File: config.mk
export PLATFORM = sky130hd
export DESIGN_NAME = pwr_frame_seq
export DESIGN_NICKNAME = d
export VERILOG_FILES = /design/src/rtl/pwr_frame_pkg.sv /design/src/rtl/pwr_frame_timer.sv /design/src/rtl/pwr_manch_enc.sv /design/src/rtl/pwr_frame_seq.sv
export SDC_FILE = /design/constraint.sdc
export NUM_CORES = 1
export LEC_CHECK = 0
export ABC_AREA = 0
export CORE_MARGIN = 2
export CORE_UTILIZATION = 60
export CTS_BUF_LIST = sky130_fd_sc_hd__clkbuf_16
export CTS_CLUSTER_DIAMETER = 100
export DETAILED_ROUTE_END_ITERATION = 12
export DONT_BUFFER_PORTS = 1
export PLACE_DENSITY = 0.83
export REMOVE_ABC_BUFFERS = 1
export SYNTH_ARGS = -nofsm -noshare
export SYNTH_HDL_FRONTEND = slang
export SYNTH_HIERARCHICAL = 1
export SYNTH_SLANG_ARGS = --single-unit
File: constraint.sdc
create_clock -name clk -period 3.7 [get_ports clk]
set_clock_uncertainty 0.05 [all_clocks]
set_input_delay 1.11 -clock clk [delete_from_list [all_inputs] [get_ports clk]]
set_output_delay 1.11 -clock clk [all_outputs]
set_load 0.02 [all_outputs]
File: src/rtl/pwr_frame_pkg.sv
package pwr_frame_pkg;
  typedef enum logic {
    PH_POWER  = 1'b0,
    PH_LISTEN = 1'b1
  } phase_e;
endpackage

File: src/rtl/pwr_frame_timer.sv
// Frame position counters: cycle in frame, cycle in bit slot, slot index.
module pwr_frame_timer #(
  parameter int FRAME_CYC  = 100000,
  parameter int LISTEN_CYC = 1100,
  parameter int HALF_CYC   = 50,
  parameter int SLOT_W     = 10
) (
  input  logic                  clk,
  input  logic                  rst,
  output pwr_frame_pkg::phase_e phase,
  output logic                  slot_start,
  output logic                  first_half,
  output logic                  mid_bit,
  output logic                  listen_first,
  output logic [SLOT_W-1:0]     slot
);
  import pwr_frame_pkg::*;

  localparam int BIT_CYC   = 2 * HALF_CYC;
  localparam int POWER_CYC = FRAME_CYC - LISTEN_CYC;
  localparam int FW        = $clog2(FRAME_CYC + 1);
  localparam int BW        = $clog2(BIT_CYC + 1);

  logic [FW-1:0]     fcnt_q;
  logic [BW-1:0]     bcnt_q;
  logic [SLOT_W-1:0] slot_q;

  always_ff @(posedge clk) begin
    if (rst) begin
      fcnt_q <= '0;
      bcnt_q <= '0;
      slot_q <= '0;
    end else if (fcnt_q == FW'(FRAME_CYC - 1)) begin
      fcnt_q <= '0;
      bcnt_q <= '0;
      slot_q <= '0;
    end else begin
      fcnt_q <= fcnt_q + 1'b1;
      if (bcnt_q == BW'(BIT_CYC - 1)) begin
        bcnt_q <= '0;
        slot_q <= slot_q + 1'b1;
      end else begin
        bcnt_q <= bcnt_q + 1'b1;
      end
    end
  end

  always_comb begin
    phase        = (fcnt_q >= FW'(POWER_CYC)) ? PH_LISTEN : PH_POWER;
    slot_start   = (bcnt_q == '0);
    first_half   = (bcnt_q < BW'(HALF_CYC));
    mid_bit      = (bcnt_q == BW'(HALF_CYC));
    listen_first = (fcnt_q == FW'(POWER_CYC));
    slot         = slot_q;
  end

  // a listen phase only ends by restarting the frame at slot 0
  a_r2_listen_exit: assert property (@(posedge clk) disable iff (rst)
    (phase == PH_LISTEN) |=> (phase == PH_LISTEN || (slot_q == '0 && slot_start)));
endmodule

File: src/rtl/pwr_manch_enc.sv
// Manchester level generator: 1 = high then low, 0 = low then high.
module pwr_manch_enc (
  input  logic clk,
  input  logic rst,
  input  logic run,
  input  logic slot_start,
  input  logic first_half,
  input  logic mid_bit,
  input  logic new_bit,
  input  logic started,
  output logic cmd
);
  logic cur_q;
  logic cmd_q;
  logic bit_now;
  logic lvl;

  always_comb begin
    bit_now = slot_start ? new_bit : cur_q;
    lvl     = run ? (first_half ? bit_now : ~bit_now) : 1'b0;
  end

  always_ff @(posedge clk) begin
    if (rst) begin
      cur_q <= 1'b0;
      cmd_q <= 1'b0;
    end else begin
      cur_q <= bit_now;
      cmd_q <= lvl;
    end
  end

  assign cmd = cmd_q;

  // the line flips at every mid-bit point of the power phase
  a_r4_mid_flip: assert property (@(posedge clk) disable iff (rst)
    (started && run && mid_bit) |=> (cmd_q != $past(cmd_q)));
endmodule

File: src/rtl/pwr_frame_seq.sv
// Primary-side frame sequencer: power phase with Manchester data, then listen phase.
module pwr_frame_seq #(
  parameter int HALF_CYC   = 50,
  parameter int FRAME_CYC  = 100000,
  parameter int LISTEN_CYC = 1100,
  parameter int PRE_BITS   = 2
) (
  input  logic clk,
  input  logic rst,
  input  logic tx_valid,
  input  logic tx_bit,
  input  logic idle_bit,
  output logic tx_ready,
  output logic cmd,
  output logic en_n,
  output logic listen,
  output logic listen_start
);
  import pwr_frame_pkg::*;

  localparam int BIT_CYC   = 2 * HALF_CYC;
  localparam int POWER_CYC = FRAME_CYC - LISTEN_CYC;
  localparam int FULL_BITS = POWER_CYC / BIT_CYC;
  localparam int SLOT_W    = $clog2(FRAME_CYC / BIT_CYC + 2);

  phase_e            phase;
  logic              slot_start, first_half, mid_bit, listen_first;
  logic [SLOT_W-1:0] slot;
  logic              power, in_pre, fits, take, new_bit;
  logic              en_n_q, listen_q, lstart_q, started_q;

  pwr_frame_timer #(
    .FRAME_CYC (FRAME_CYC),
    .LISTEN_CYC(LISTEN_CYC),
    .HALF_CYC  (HALF_CYC),
    .SLOT_W    (SLOT_W)
  ) timer_i (
    .clk         (clk),
    .rst         (rst),
    .phase       (phase),
    .slot_start  (slot_start),
    .first_half  (first_half),
    .mid_bit     (mid_bit),
    .listen_first(listen_first),
    .slot        (slot)
  );

  always_comb begin
    power    = (phase == PH_POWER);
    in_pre   = (slot < SLOT_W'(PRE_BITS));
    fits     = (slot < SLOT_W'(FULL_BITS));
    tx_ready = power && slot_start && !in_pre && fits;
    take     = tx_ready && tx_valid;
    new_bit  = in_pre ? 1'b1 : (take ? tx_bit : idle_bit);
  end

  pwr_manch_enc enc_i (
    .clk       (clk),
    .rst       (rst),
    .run       (power),
    .slot_start(slot_start),
    .first_half(first_half),
    .mid_bit   (mid_bit),
    .new_bit   (new_bit),
    .started   (started_q),
    .cmd       (cmd)
  );

  always_ff @(posedge clk) begin
    if (rst) begin
      en_n_q    <= 1'b0;
      listen_q  <= 1'b0;
      lstart_q  <= 1'b0;
      started_q <= 1'b0;
    end else begin
      en_n_q    <= power;
      listen_q  <= !power;
      lstart_q  <= listen_first;
      started_q <= 1'b1;
    end
  end

  assign en_n         = en_n_q;
  assign listen       = listen_q;
  assign listen_start = lstart_q;

  // listen phase keeps both switches off and the command low
  a_r2_listen_quiet: assert property (@(posedge clk) disable iff (rst)
    listen_q |-> (!en_n_q && !cmd));
  // power phase keeps the switches enabled
  a_r3_power_enabled: assert property (@(posedge clk) disable iff (rst)
    (started_q && !listen_q) |-> en_n_q);
  // listen marker is one cycle wide and inside the listen phase
  a_r9_marker_single: assert property (@(posedge clk) disable iff (rst)
    lstart_q |=> !lstart_q);
  a_r9_marker_in_listen: assert property (@(posedge clk) disable iff (rst)
    lstart_q |-> listen_q);
  // ready never lasts two cycles, since a slot is at least two cycles long
  a_r6_ready_single: assert property (@(posedge clk) disable iff (rst)
    tx_ready |=> !tx_ready);
  // a preamble slot starts with the line high
  a_r5_preamble_high: assert property (@(posedge clk) disable iff (rst)
    (started_q && power && slot_start && in_pre) |=> cmd);
endmodule

==> summary.txt <==
==============================================================================
Outcome                                                           finished clean
Worst setup SP type                                                   register
Type of the worst min-delay path                                       reg2reg
Number of slew-limit violations in the final report                          0
Routed met1 length                                                     1730 um
Routed via count divided by cell count                                    5.86
Root buffer selected by CTS                                       sky130_fd_sc_hd__clkbuf_16
Total setup buffers inserted after CTS                                       0
Share of layout cells above drive strength 1                             6.88%
Antenna violations before repair                                             0
Global routing usage summed across all routing layers                    21.8%
WP data required                                                       2.54 ns
Endpoint class of the critical path                                output port
Number of CTS-inserted buffers                                               5
Top-Level Pins                                                              10
Effective utilization at floorplan                                       63.5%
Layout net count                                                           227
Setup repair after global routing missed its margin                         no
Maximum vdd drop                                                    0.000176 V
Total length of routed wires                                           3530 um
CTS max path bufs                                                            2
Final antenna-violating net count                                            0
DP Wirelength                                                          2370 um
Post-Route Setup TNS                                                      0 ns
Total length of routed met2 wires                                      1560 um
Largest driver fanout on the critical path                                   5
Floorplan Core Area                                               0.00305 mm^2
Gpl congestion                                                           0.797
Die width                                                              60.9 um
Total number of yosys warnings                                               6
Depth of the CTS H-tree                                                      2
Count of final hold-check violations                                         0
Tmin final                                                             3.35 ns
Clock tree from TritonCTS                                                  yes
Congestion Overflow GR                                                       0
Final period utilization                                                 90.6%
Area post-placement                                               0.00194 mm^2
Max transition margin                                                    39.6%
Routed wire per std cell                                               13.5 um
Highest metal used                                                        met4
Die Height                                                             60.9 um
Worst-path clk slew                                                    0.05 ns
Leakage power                                                         0.722 nW
Sum of met3 wire segment lengths after detailed routing                 182 um
Maximum number of pins on one net before global-route repair                28
Number of buffers added to fix hold violations after cts                     0
Number of cells upsized or downsized after cts                               0
Area added between synthesis and finish                                  6.90%
Synthesized area                                                  0.00194 mm^2
TritonRoute pass-1 iters                                                     4
Routed via count                                                         1,535
Post-synthesis area per instance                                     8.86 um^2
Peak Freq                                                            0.298 GHz
# Max-Cap Violations                                                         0
Number of sinks on the clock net                                            39
Actual transition at the worst max-transition pin                     0.906 ns
Antenna fix cells                                                            0
Number of instances in the synthesized netlist                             219
Final setup violating endpoints                                              0
Post-route DRC                                                               0
Arrival time worst endpoint                                            2.19 ns
Vias in the first global route                                           1,364
Die area                                                          0.00370 mm^2
Buffers on Ports                                                             0
Starting DRT DRC Count                                                     105
First-pass GRT wire length                                             5890 um
Pwr Density                                                        420 mW/mm^2
Num rows                                                                    20
Clock latency reported for the late side of the worst-skew pair        0.28 ns
Start-to-end type of the worst setup path                              reg2out
Final cell area excluding filler cells                            0.00207 mm^2
==============================================================================
[area by class of cell]
class                           instances  area, um^2
Clock buffer                            5         125
Clock inverter                          3        11.3
Fill cell                             252         980
Inverter                                7        26.3
Multi-Input combinational cell        161        1050
Sequential cell                        39         781
Tap cell                               44        55.1
Timing Repair Buffer                    3        22.5
[registers in the layout (all words and copies together), names as in the netlist]
register	count
enc_i/cur_q	1
timer_i/bcnt_q	7
en_n	1
enc_i/cmd	1
listen_start	1
timer_i/slot	10
listen	1
timer_i/fcnt_q	17
[layer usage]
layer | up-vias | GRT usage, %
met5 | - | 0
met2 | 42 | 32.0
li1 | 770 | -
met1 | 715 | 28.4
met4 | 0 | 9.01
met3 | 8 | 9.17
[layout by cell type (no fill, tap or decap), types with 2 or more instances in the layout]
cell type and count:
sky130_fd_sc_hd__a21oi_1 5, sky130_fd_sc_hd__a31oi_1 3, sky130_fd_sc_hd__and2_1 4, sky130_fd_sc_hd__and3_1 3, sky130_fd_sc_hd__and4_1 3, sky130_fd_sc_hd__and4b_1 2
sky130_fd_sc_hd__buf_4 3, sky130_fd_sc_hd__clkbuf_16 5, sky130_fd_sc_hd__clkinv_1 2, sky130_fd_sc_hd__dfxtp_1 39, sky130_fd_sc_hd__ha_1 5, sky130_fd_sc_hd__inv_1 8
sky130_fd_sc_hd__mux2i_1 3, sky130_fd_sc_hd__nand2_1 10, sky130_fd_sc_hd__nand3_1 12, sky130_fd_sc_hd__nand4_1 14, sky130_fd_sc_hd__nor2_1 31, sky130_fd_sc_hd__nor3_1 8
sky130_fd_sc_hd__nor3_2 2, sky130_fd_sc_hd__nor3b_1 2, sky130_fd_sc_hd__nor4_1 4, sky130_fd_sc_hd__o21ai_0 3, sky130_fd_sc_hd__o31ai_1 3, sky130_fd_sc_hd__or3_1 3
sky130_fd_sc_hd__or4_1 3, sky130_fd_sc_hd__xnor2_1 9, sky130_fd_sc_hd__xor2_1 15
[worst max-delay path, cell delays in order, from the launching register on]
cell	delay, ns
sky130_fd_sc_hd__dfxtp_1	0.34
sky130_fd_sc_hd__or4_4	0.56
sky130_fd_sc_hd__o311ai_0	0.35
sky130_fd_sc_hd__a31oi_1	0.10
sky130_fd_sc_hd__inv_1	0.13
sky130_fd_sc_hd__nand2_1	0.09
sky130_fd_sc_hd__nor3b_1	0.19
sky130_fd_sc_hd__buf_4	0.17
[metrics by stage]
| step | setup WS (ns) | util [%] | instances | hold slack [ns] | total power, W |
|---|---|---|---|---|---|
| finish | 0.346 | 67.9 | 262 | 0.443 | 0.000871 |
| global placement | 0.706 | 63.4 | 254 | 0.418 | 0.000485 |
| detailed placement | 0.662 | 63.4 | 254 | 0.438 | 0.000486 |
| CTS | 0.346 | 67.9 | 262 | 0.451 | 0.000878 |
| global route | 0.133 | 67.9 | 262 | 0.458 | 0.000906 |
| floorplan | 0.596 | - | 207 | 0.398 | 0.000475 |
[power by group]
group | internal [W] | switching, W
Clock | 0.000242 | 0.000151
Sequential | 0.000429 | 0.00000977
Combinational | 0.0000154 | 0.0000227
[path summary, 6_finish.rpt]
path                            slack [ns]                end  cells past startpoint                from
worst max-delay path                  0.35           tx_ready                      7  timer_i/fcnt_q[14]
worst min-delay path                  0.44  timer_i/fcnt_q[0]                      1   timer_i/fcnt_q[0]
worst max register to register        1.23  timer_i/fcnt_q[7]                      6   timer_i/fcnt_q[0]
worst min register to register        0.44  timer_i/fcnt_q[0]                      1   timer_i/fcnt_q[0]
Power figures use the tool's default switching activity.
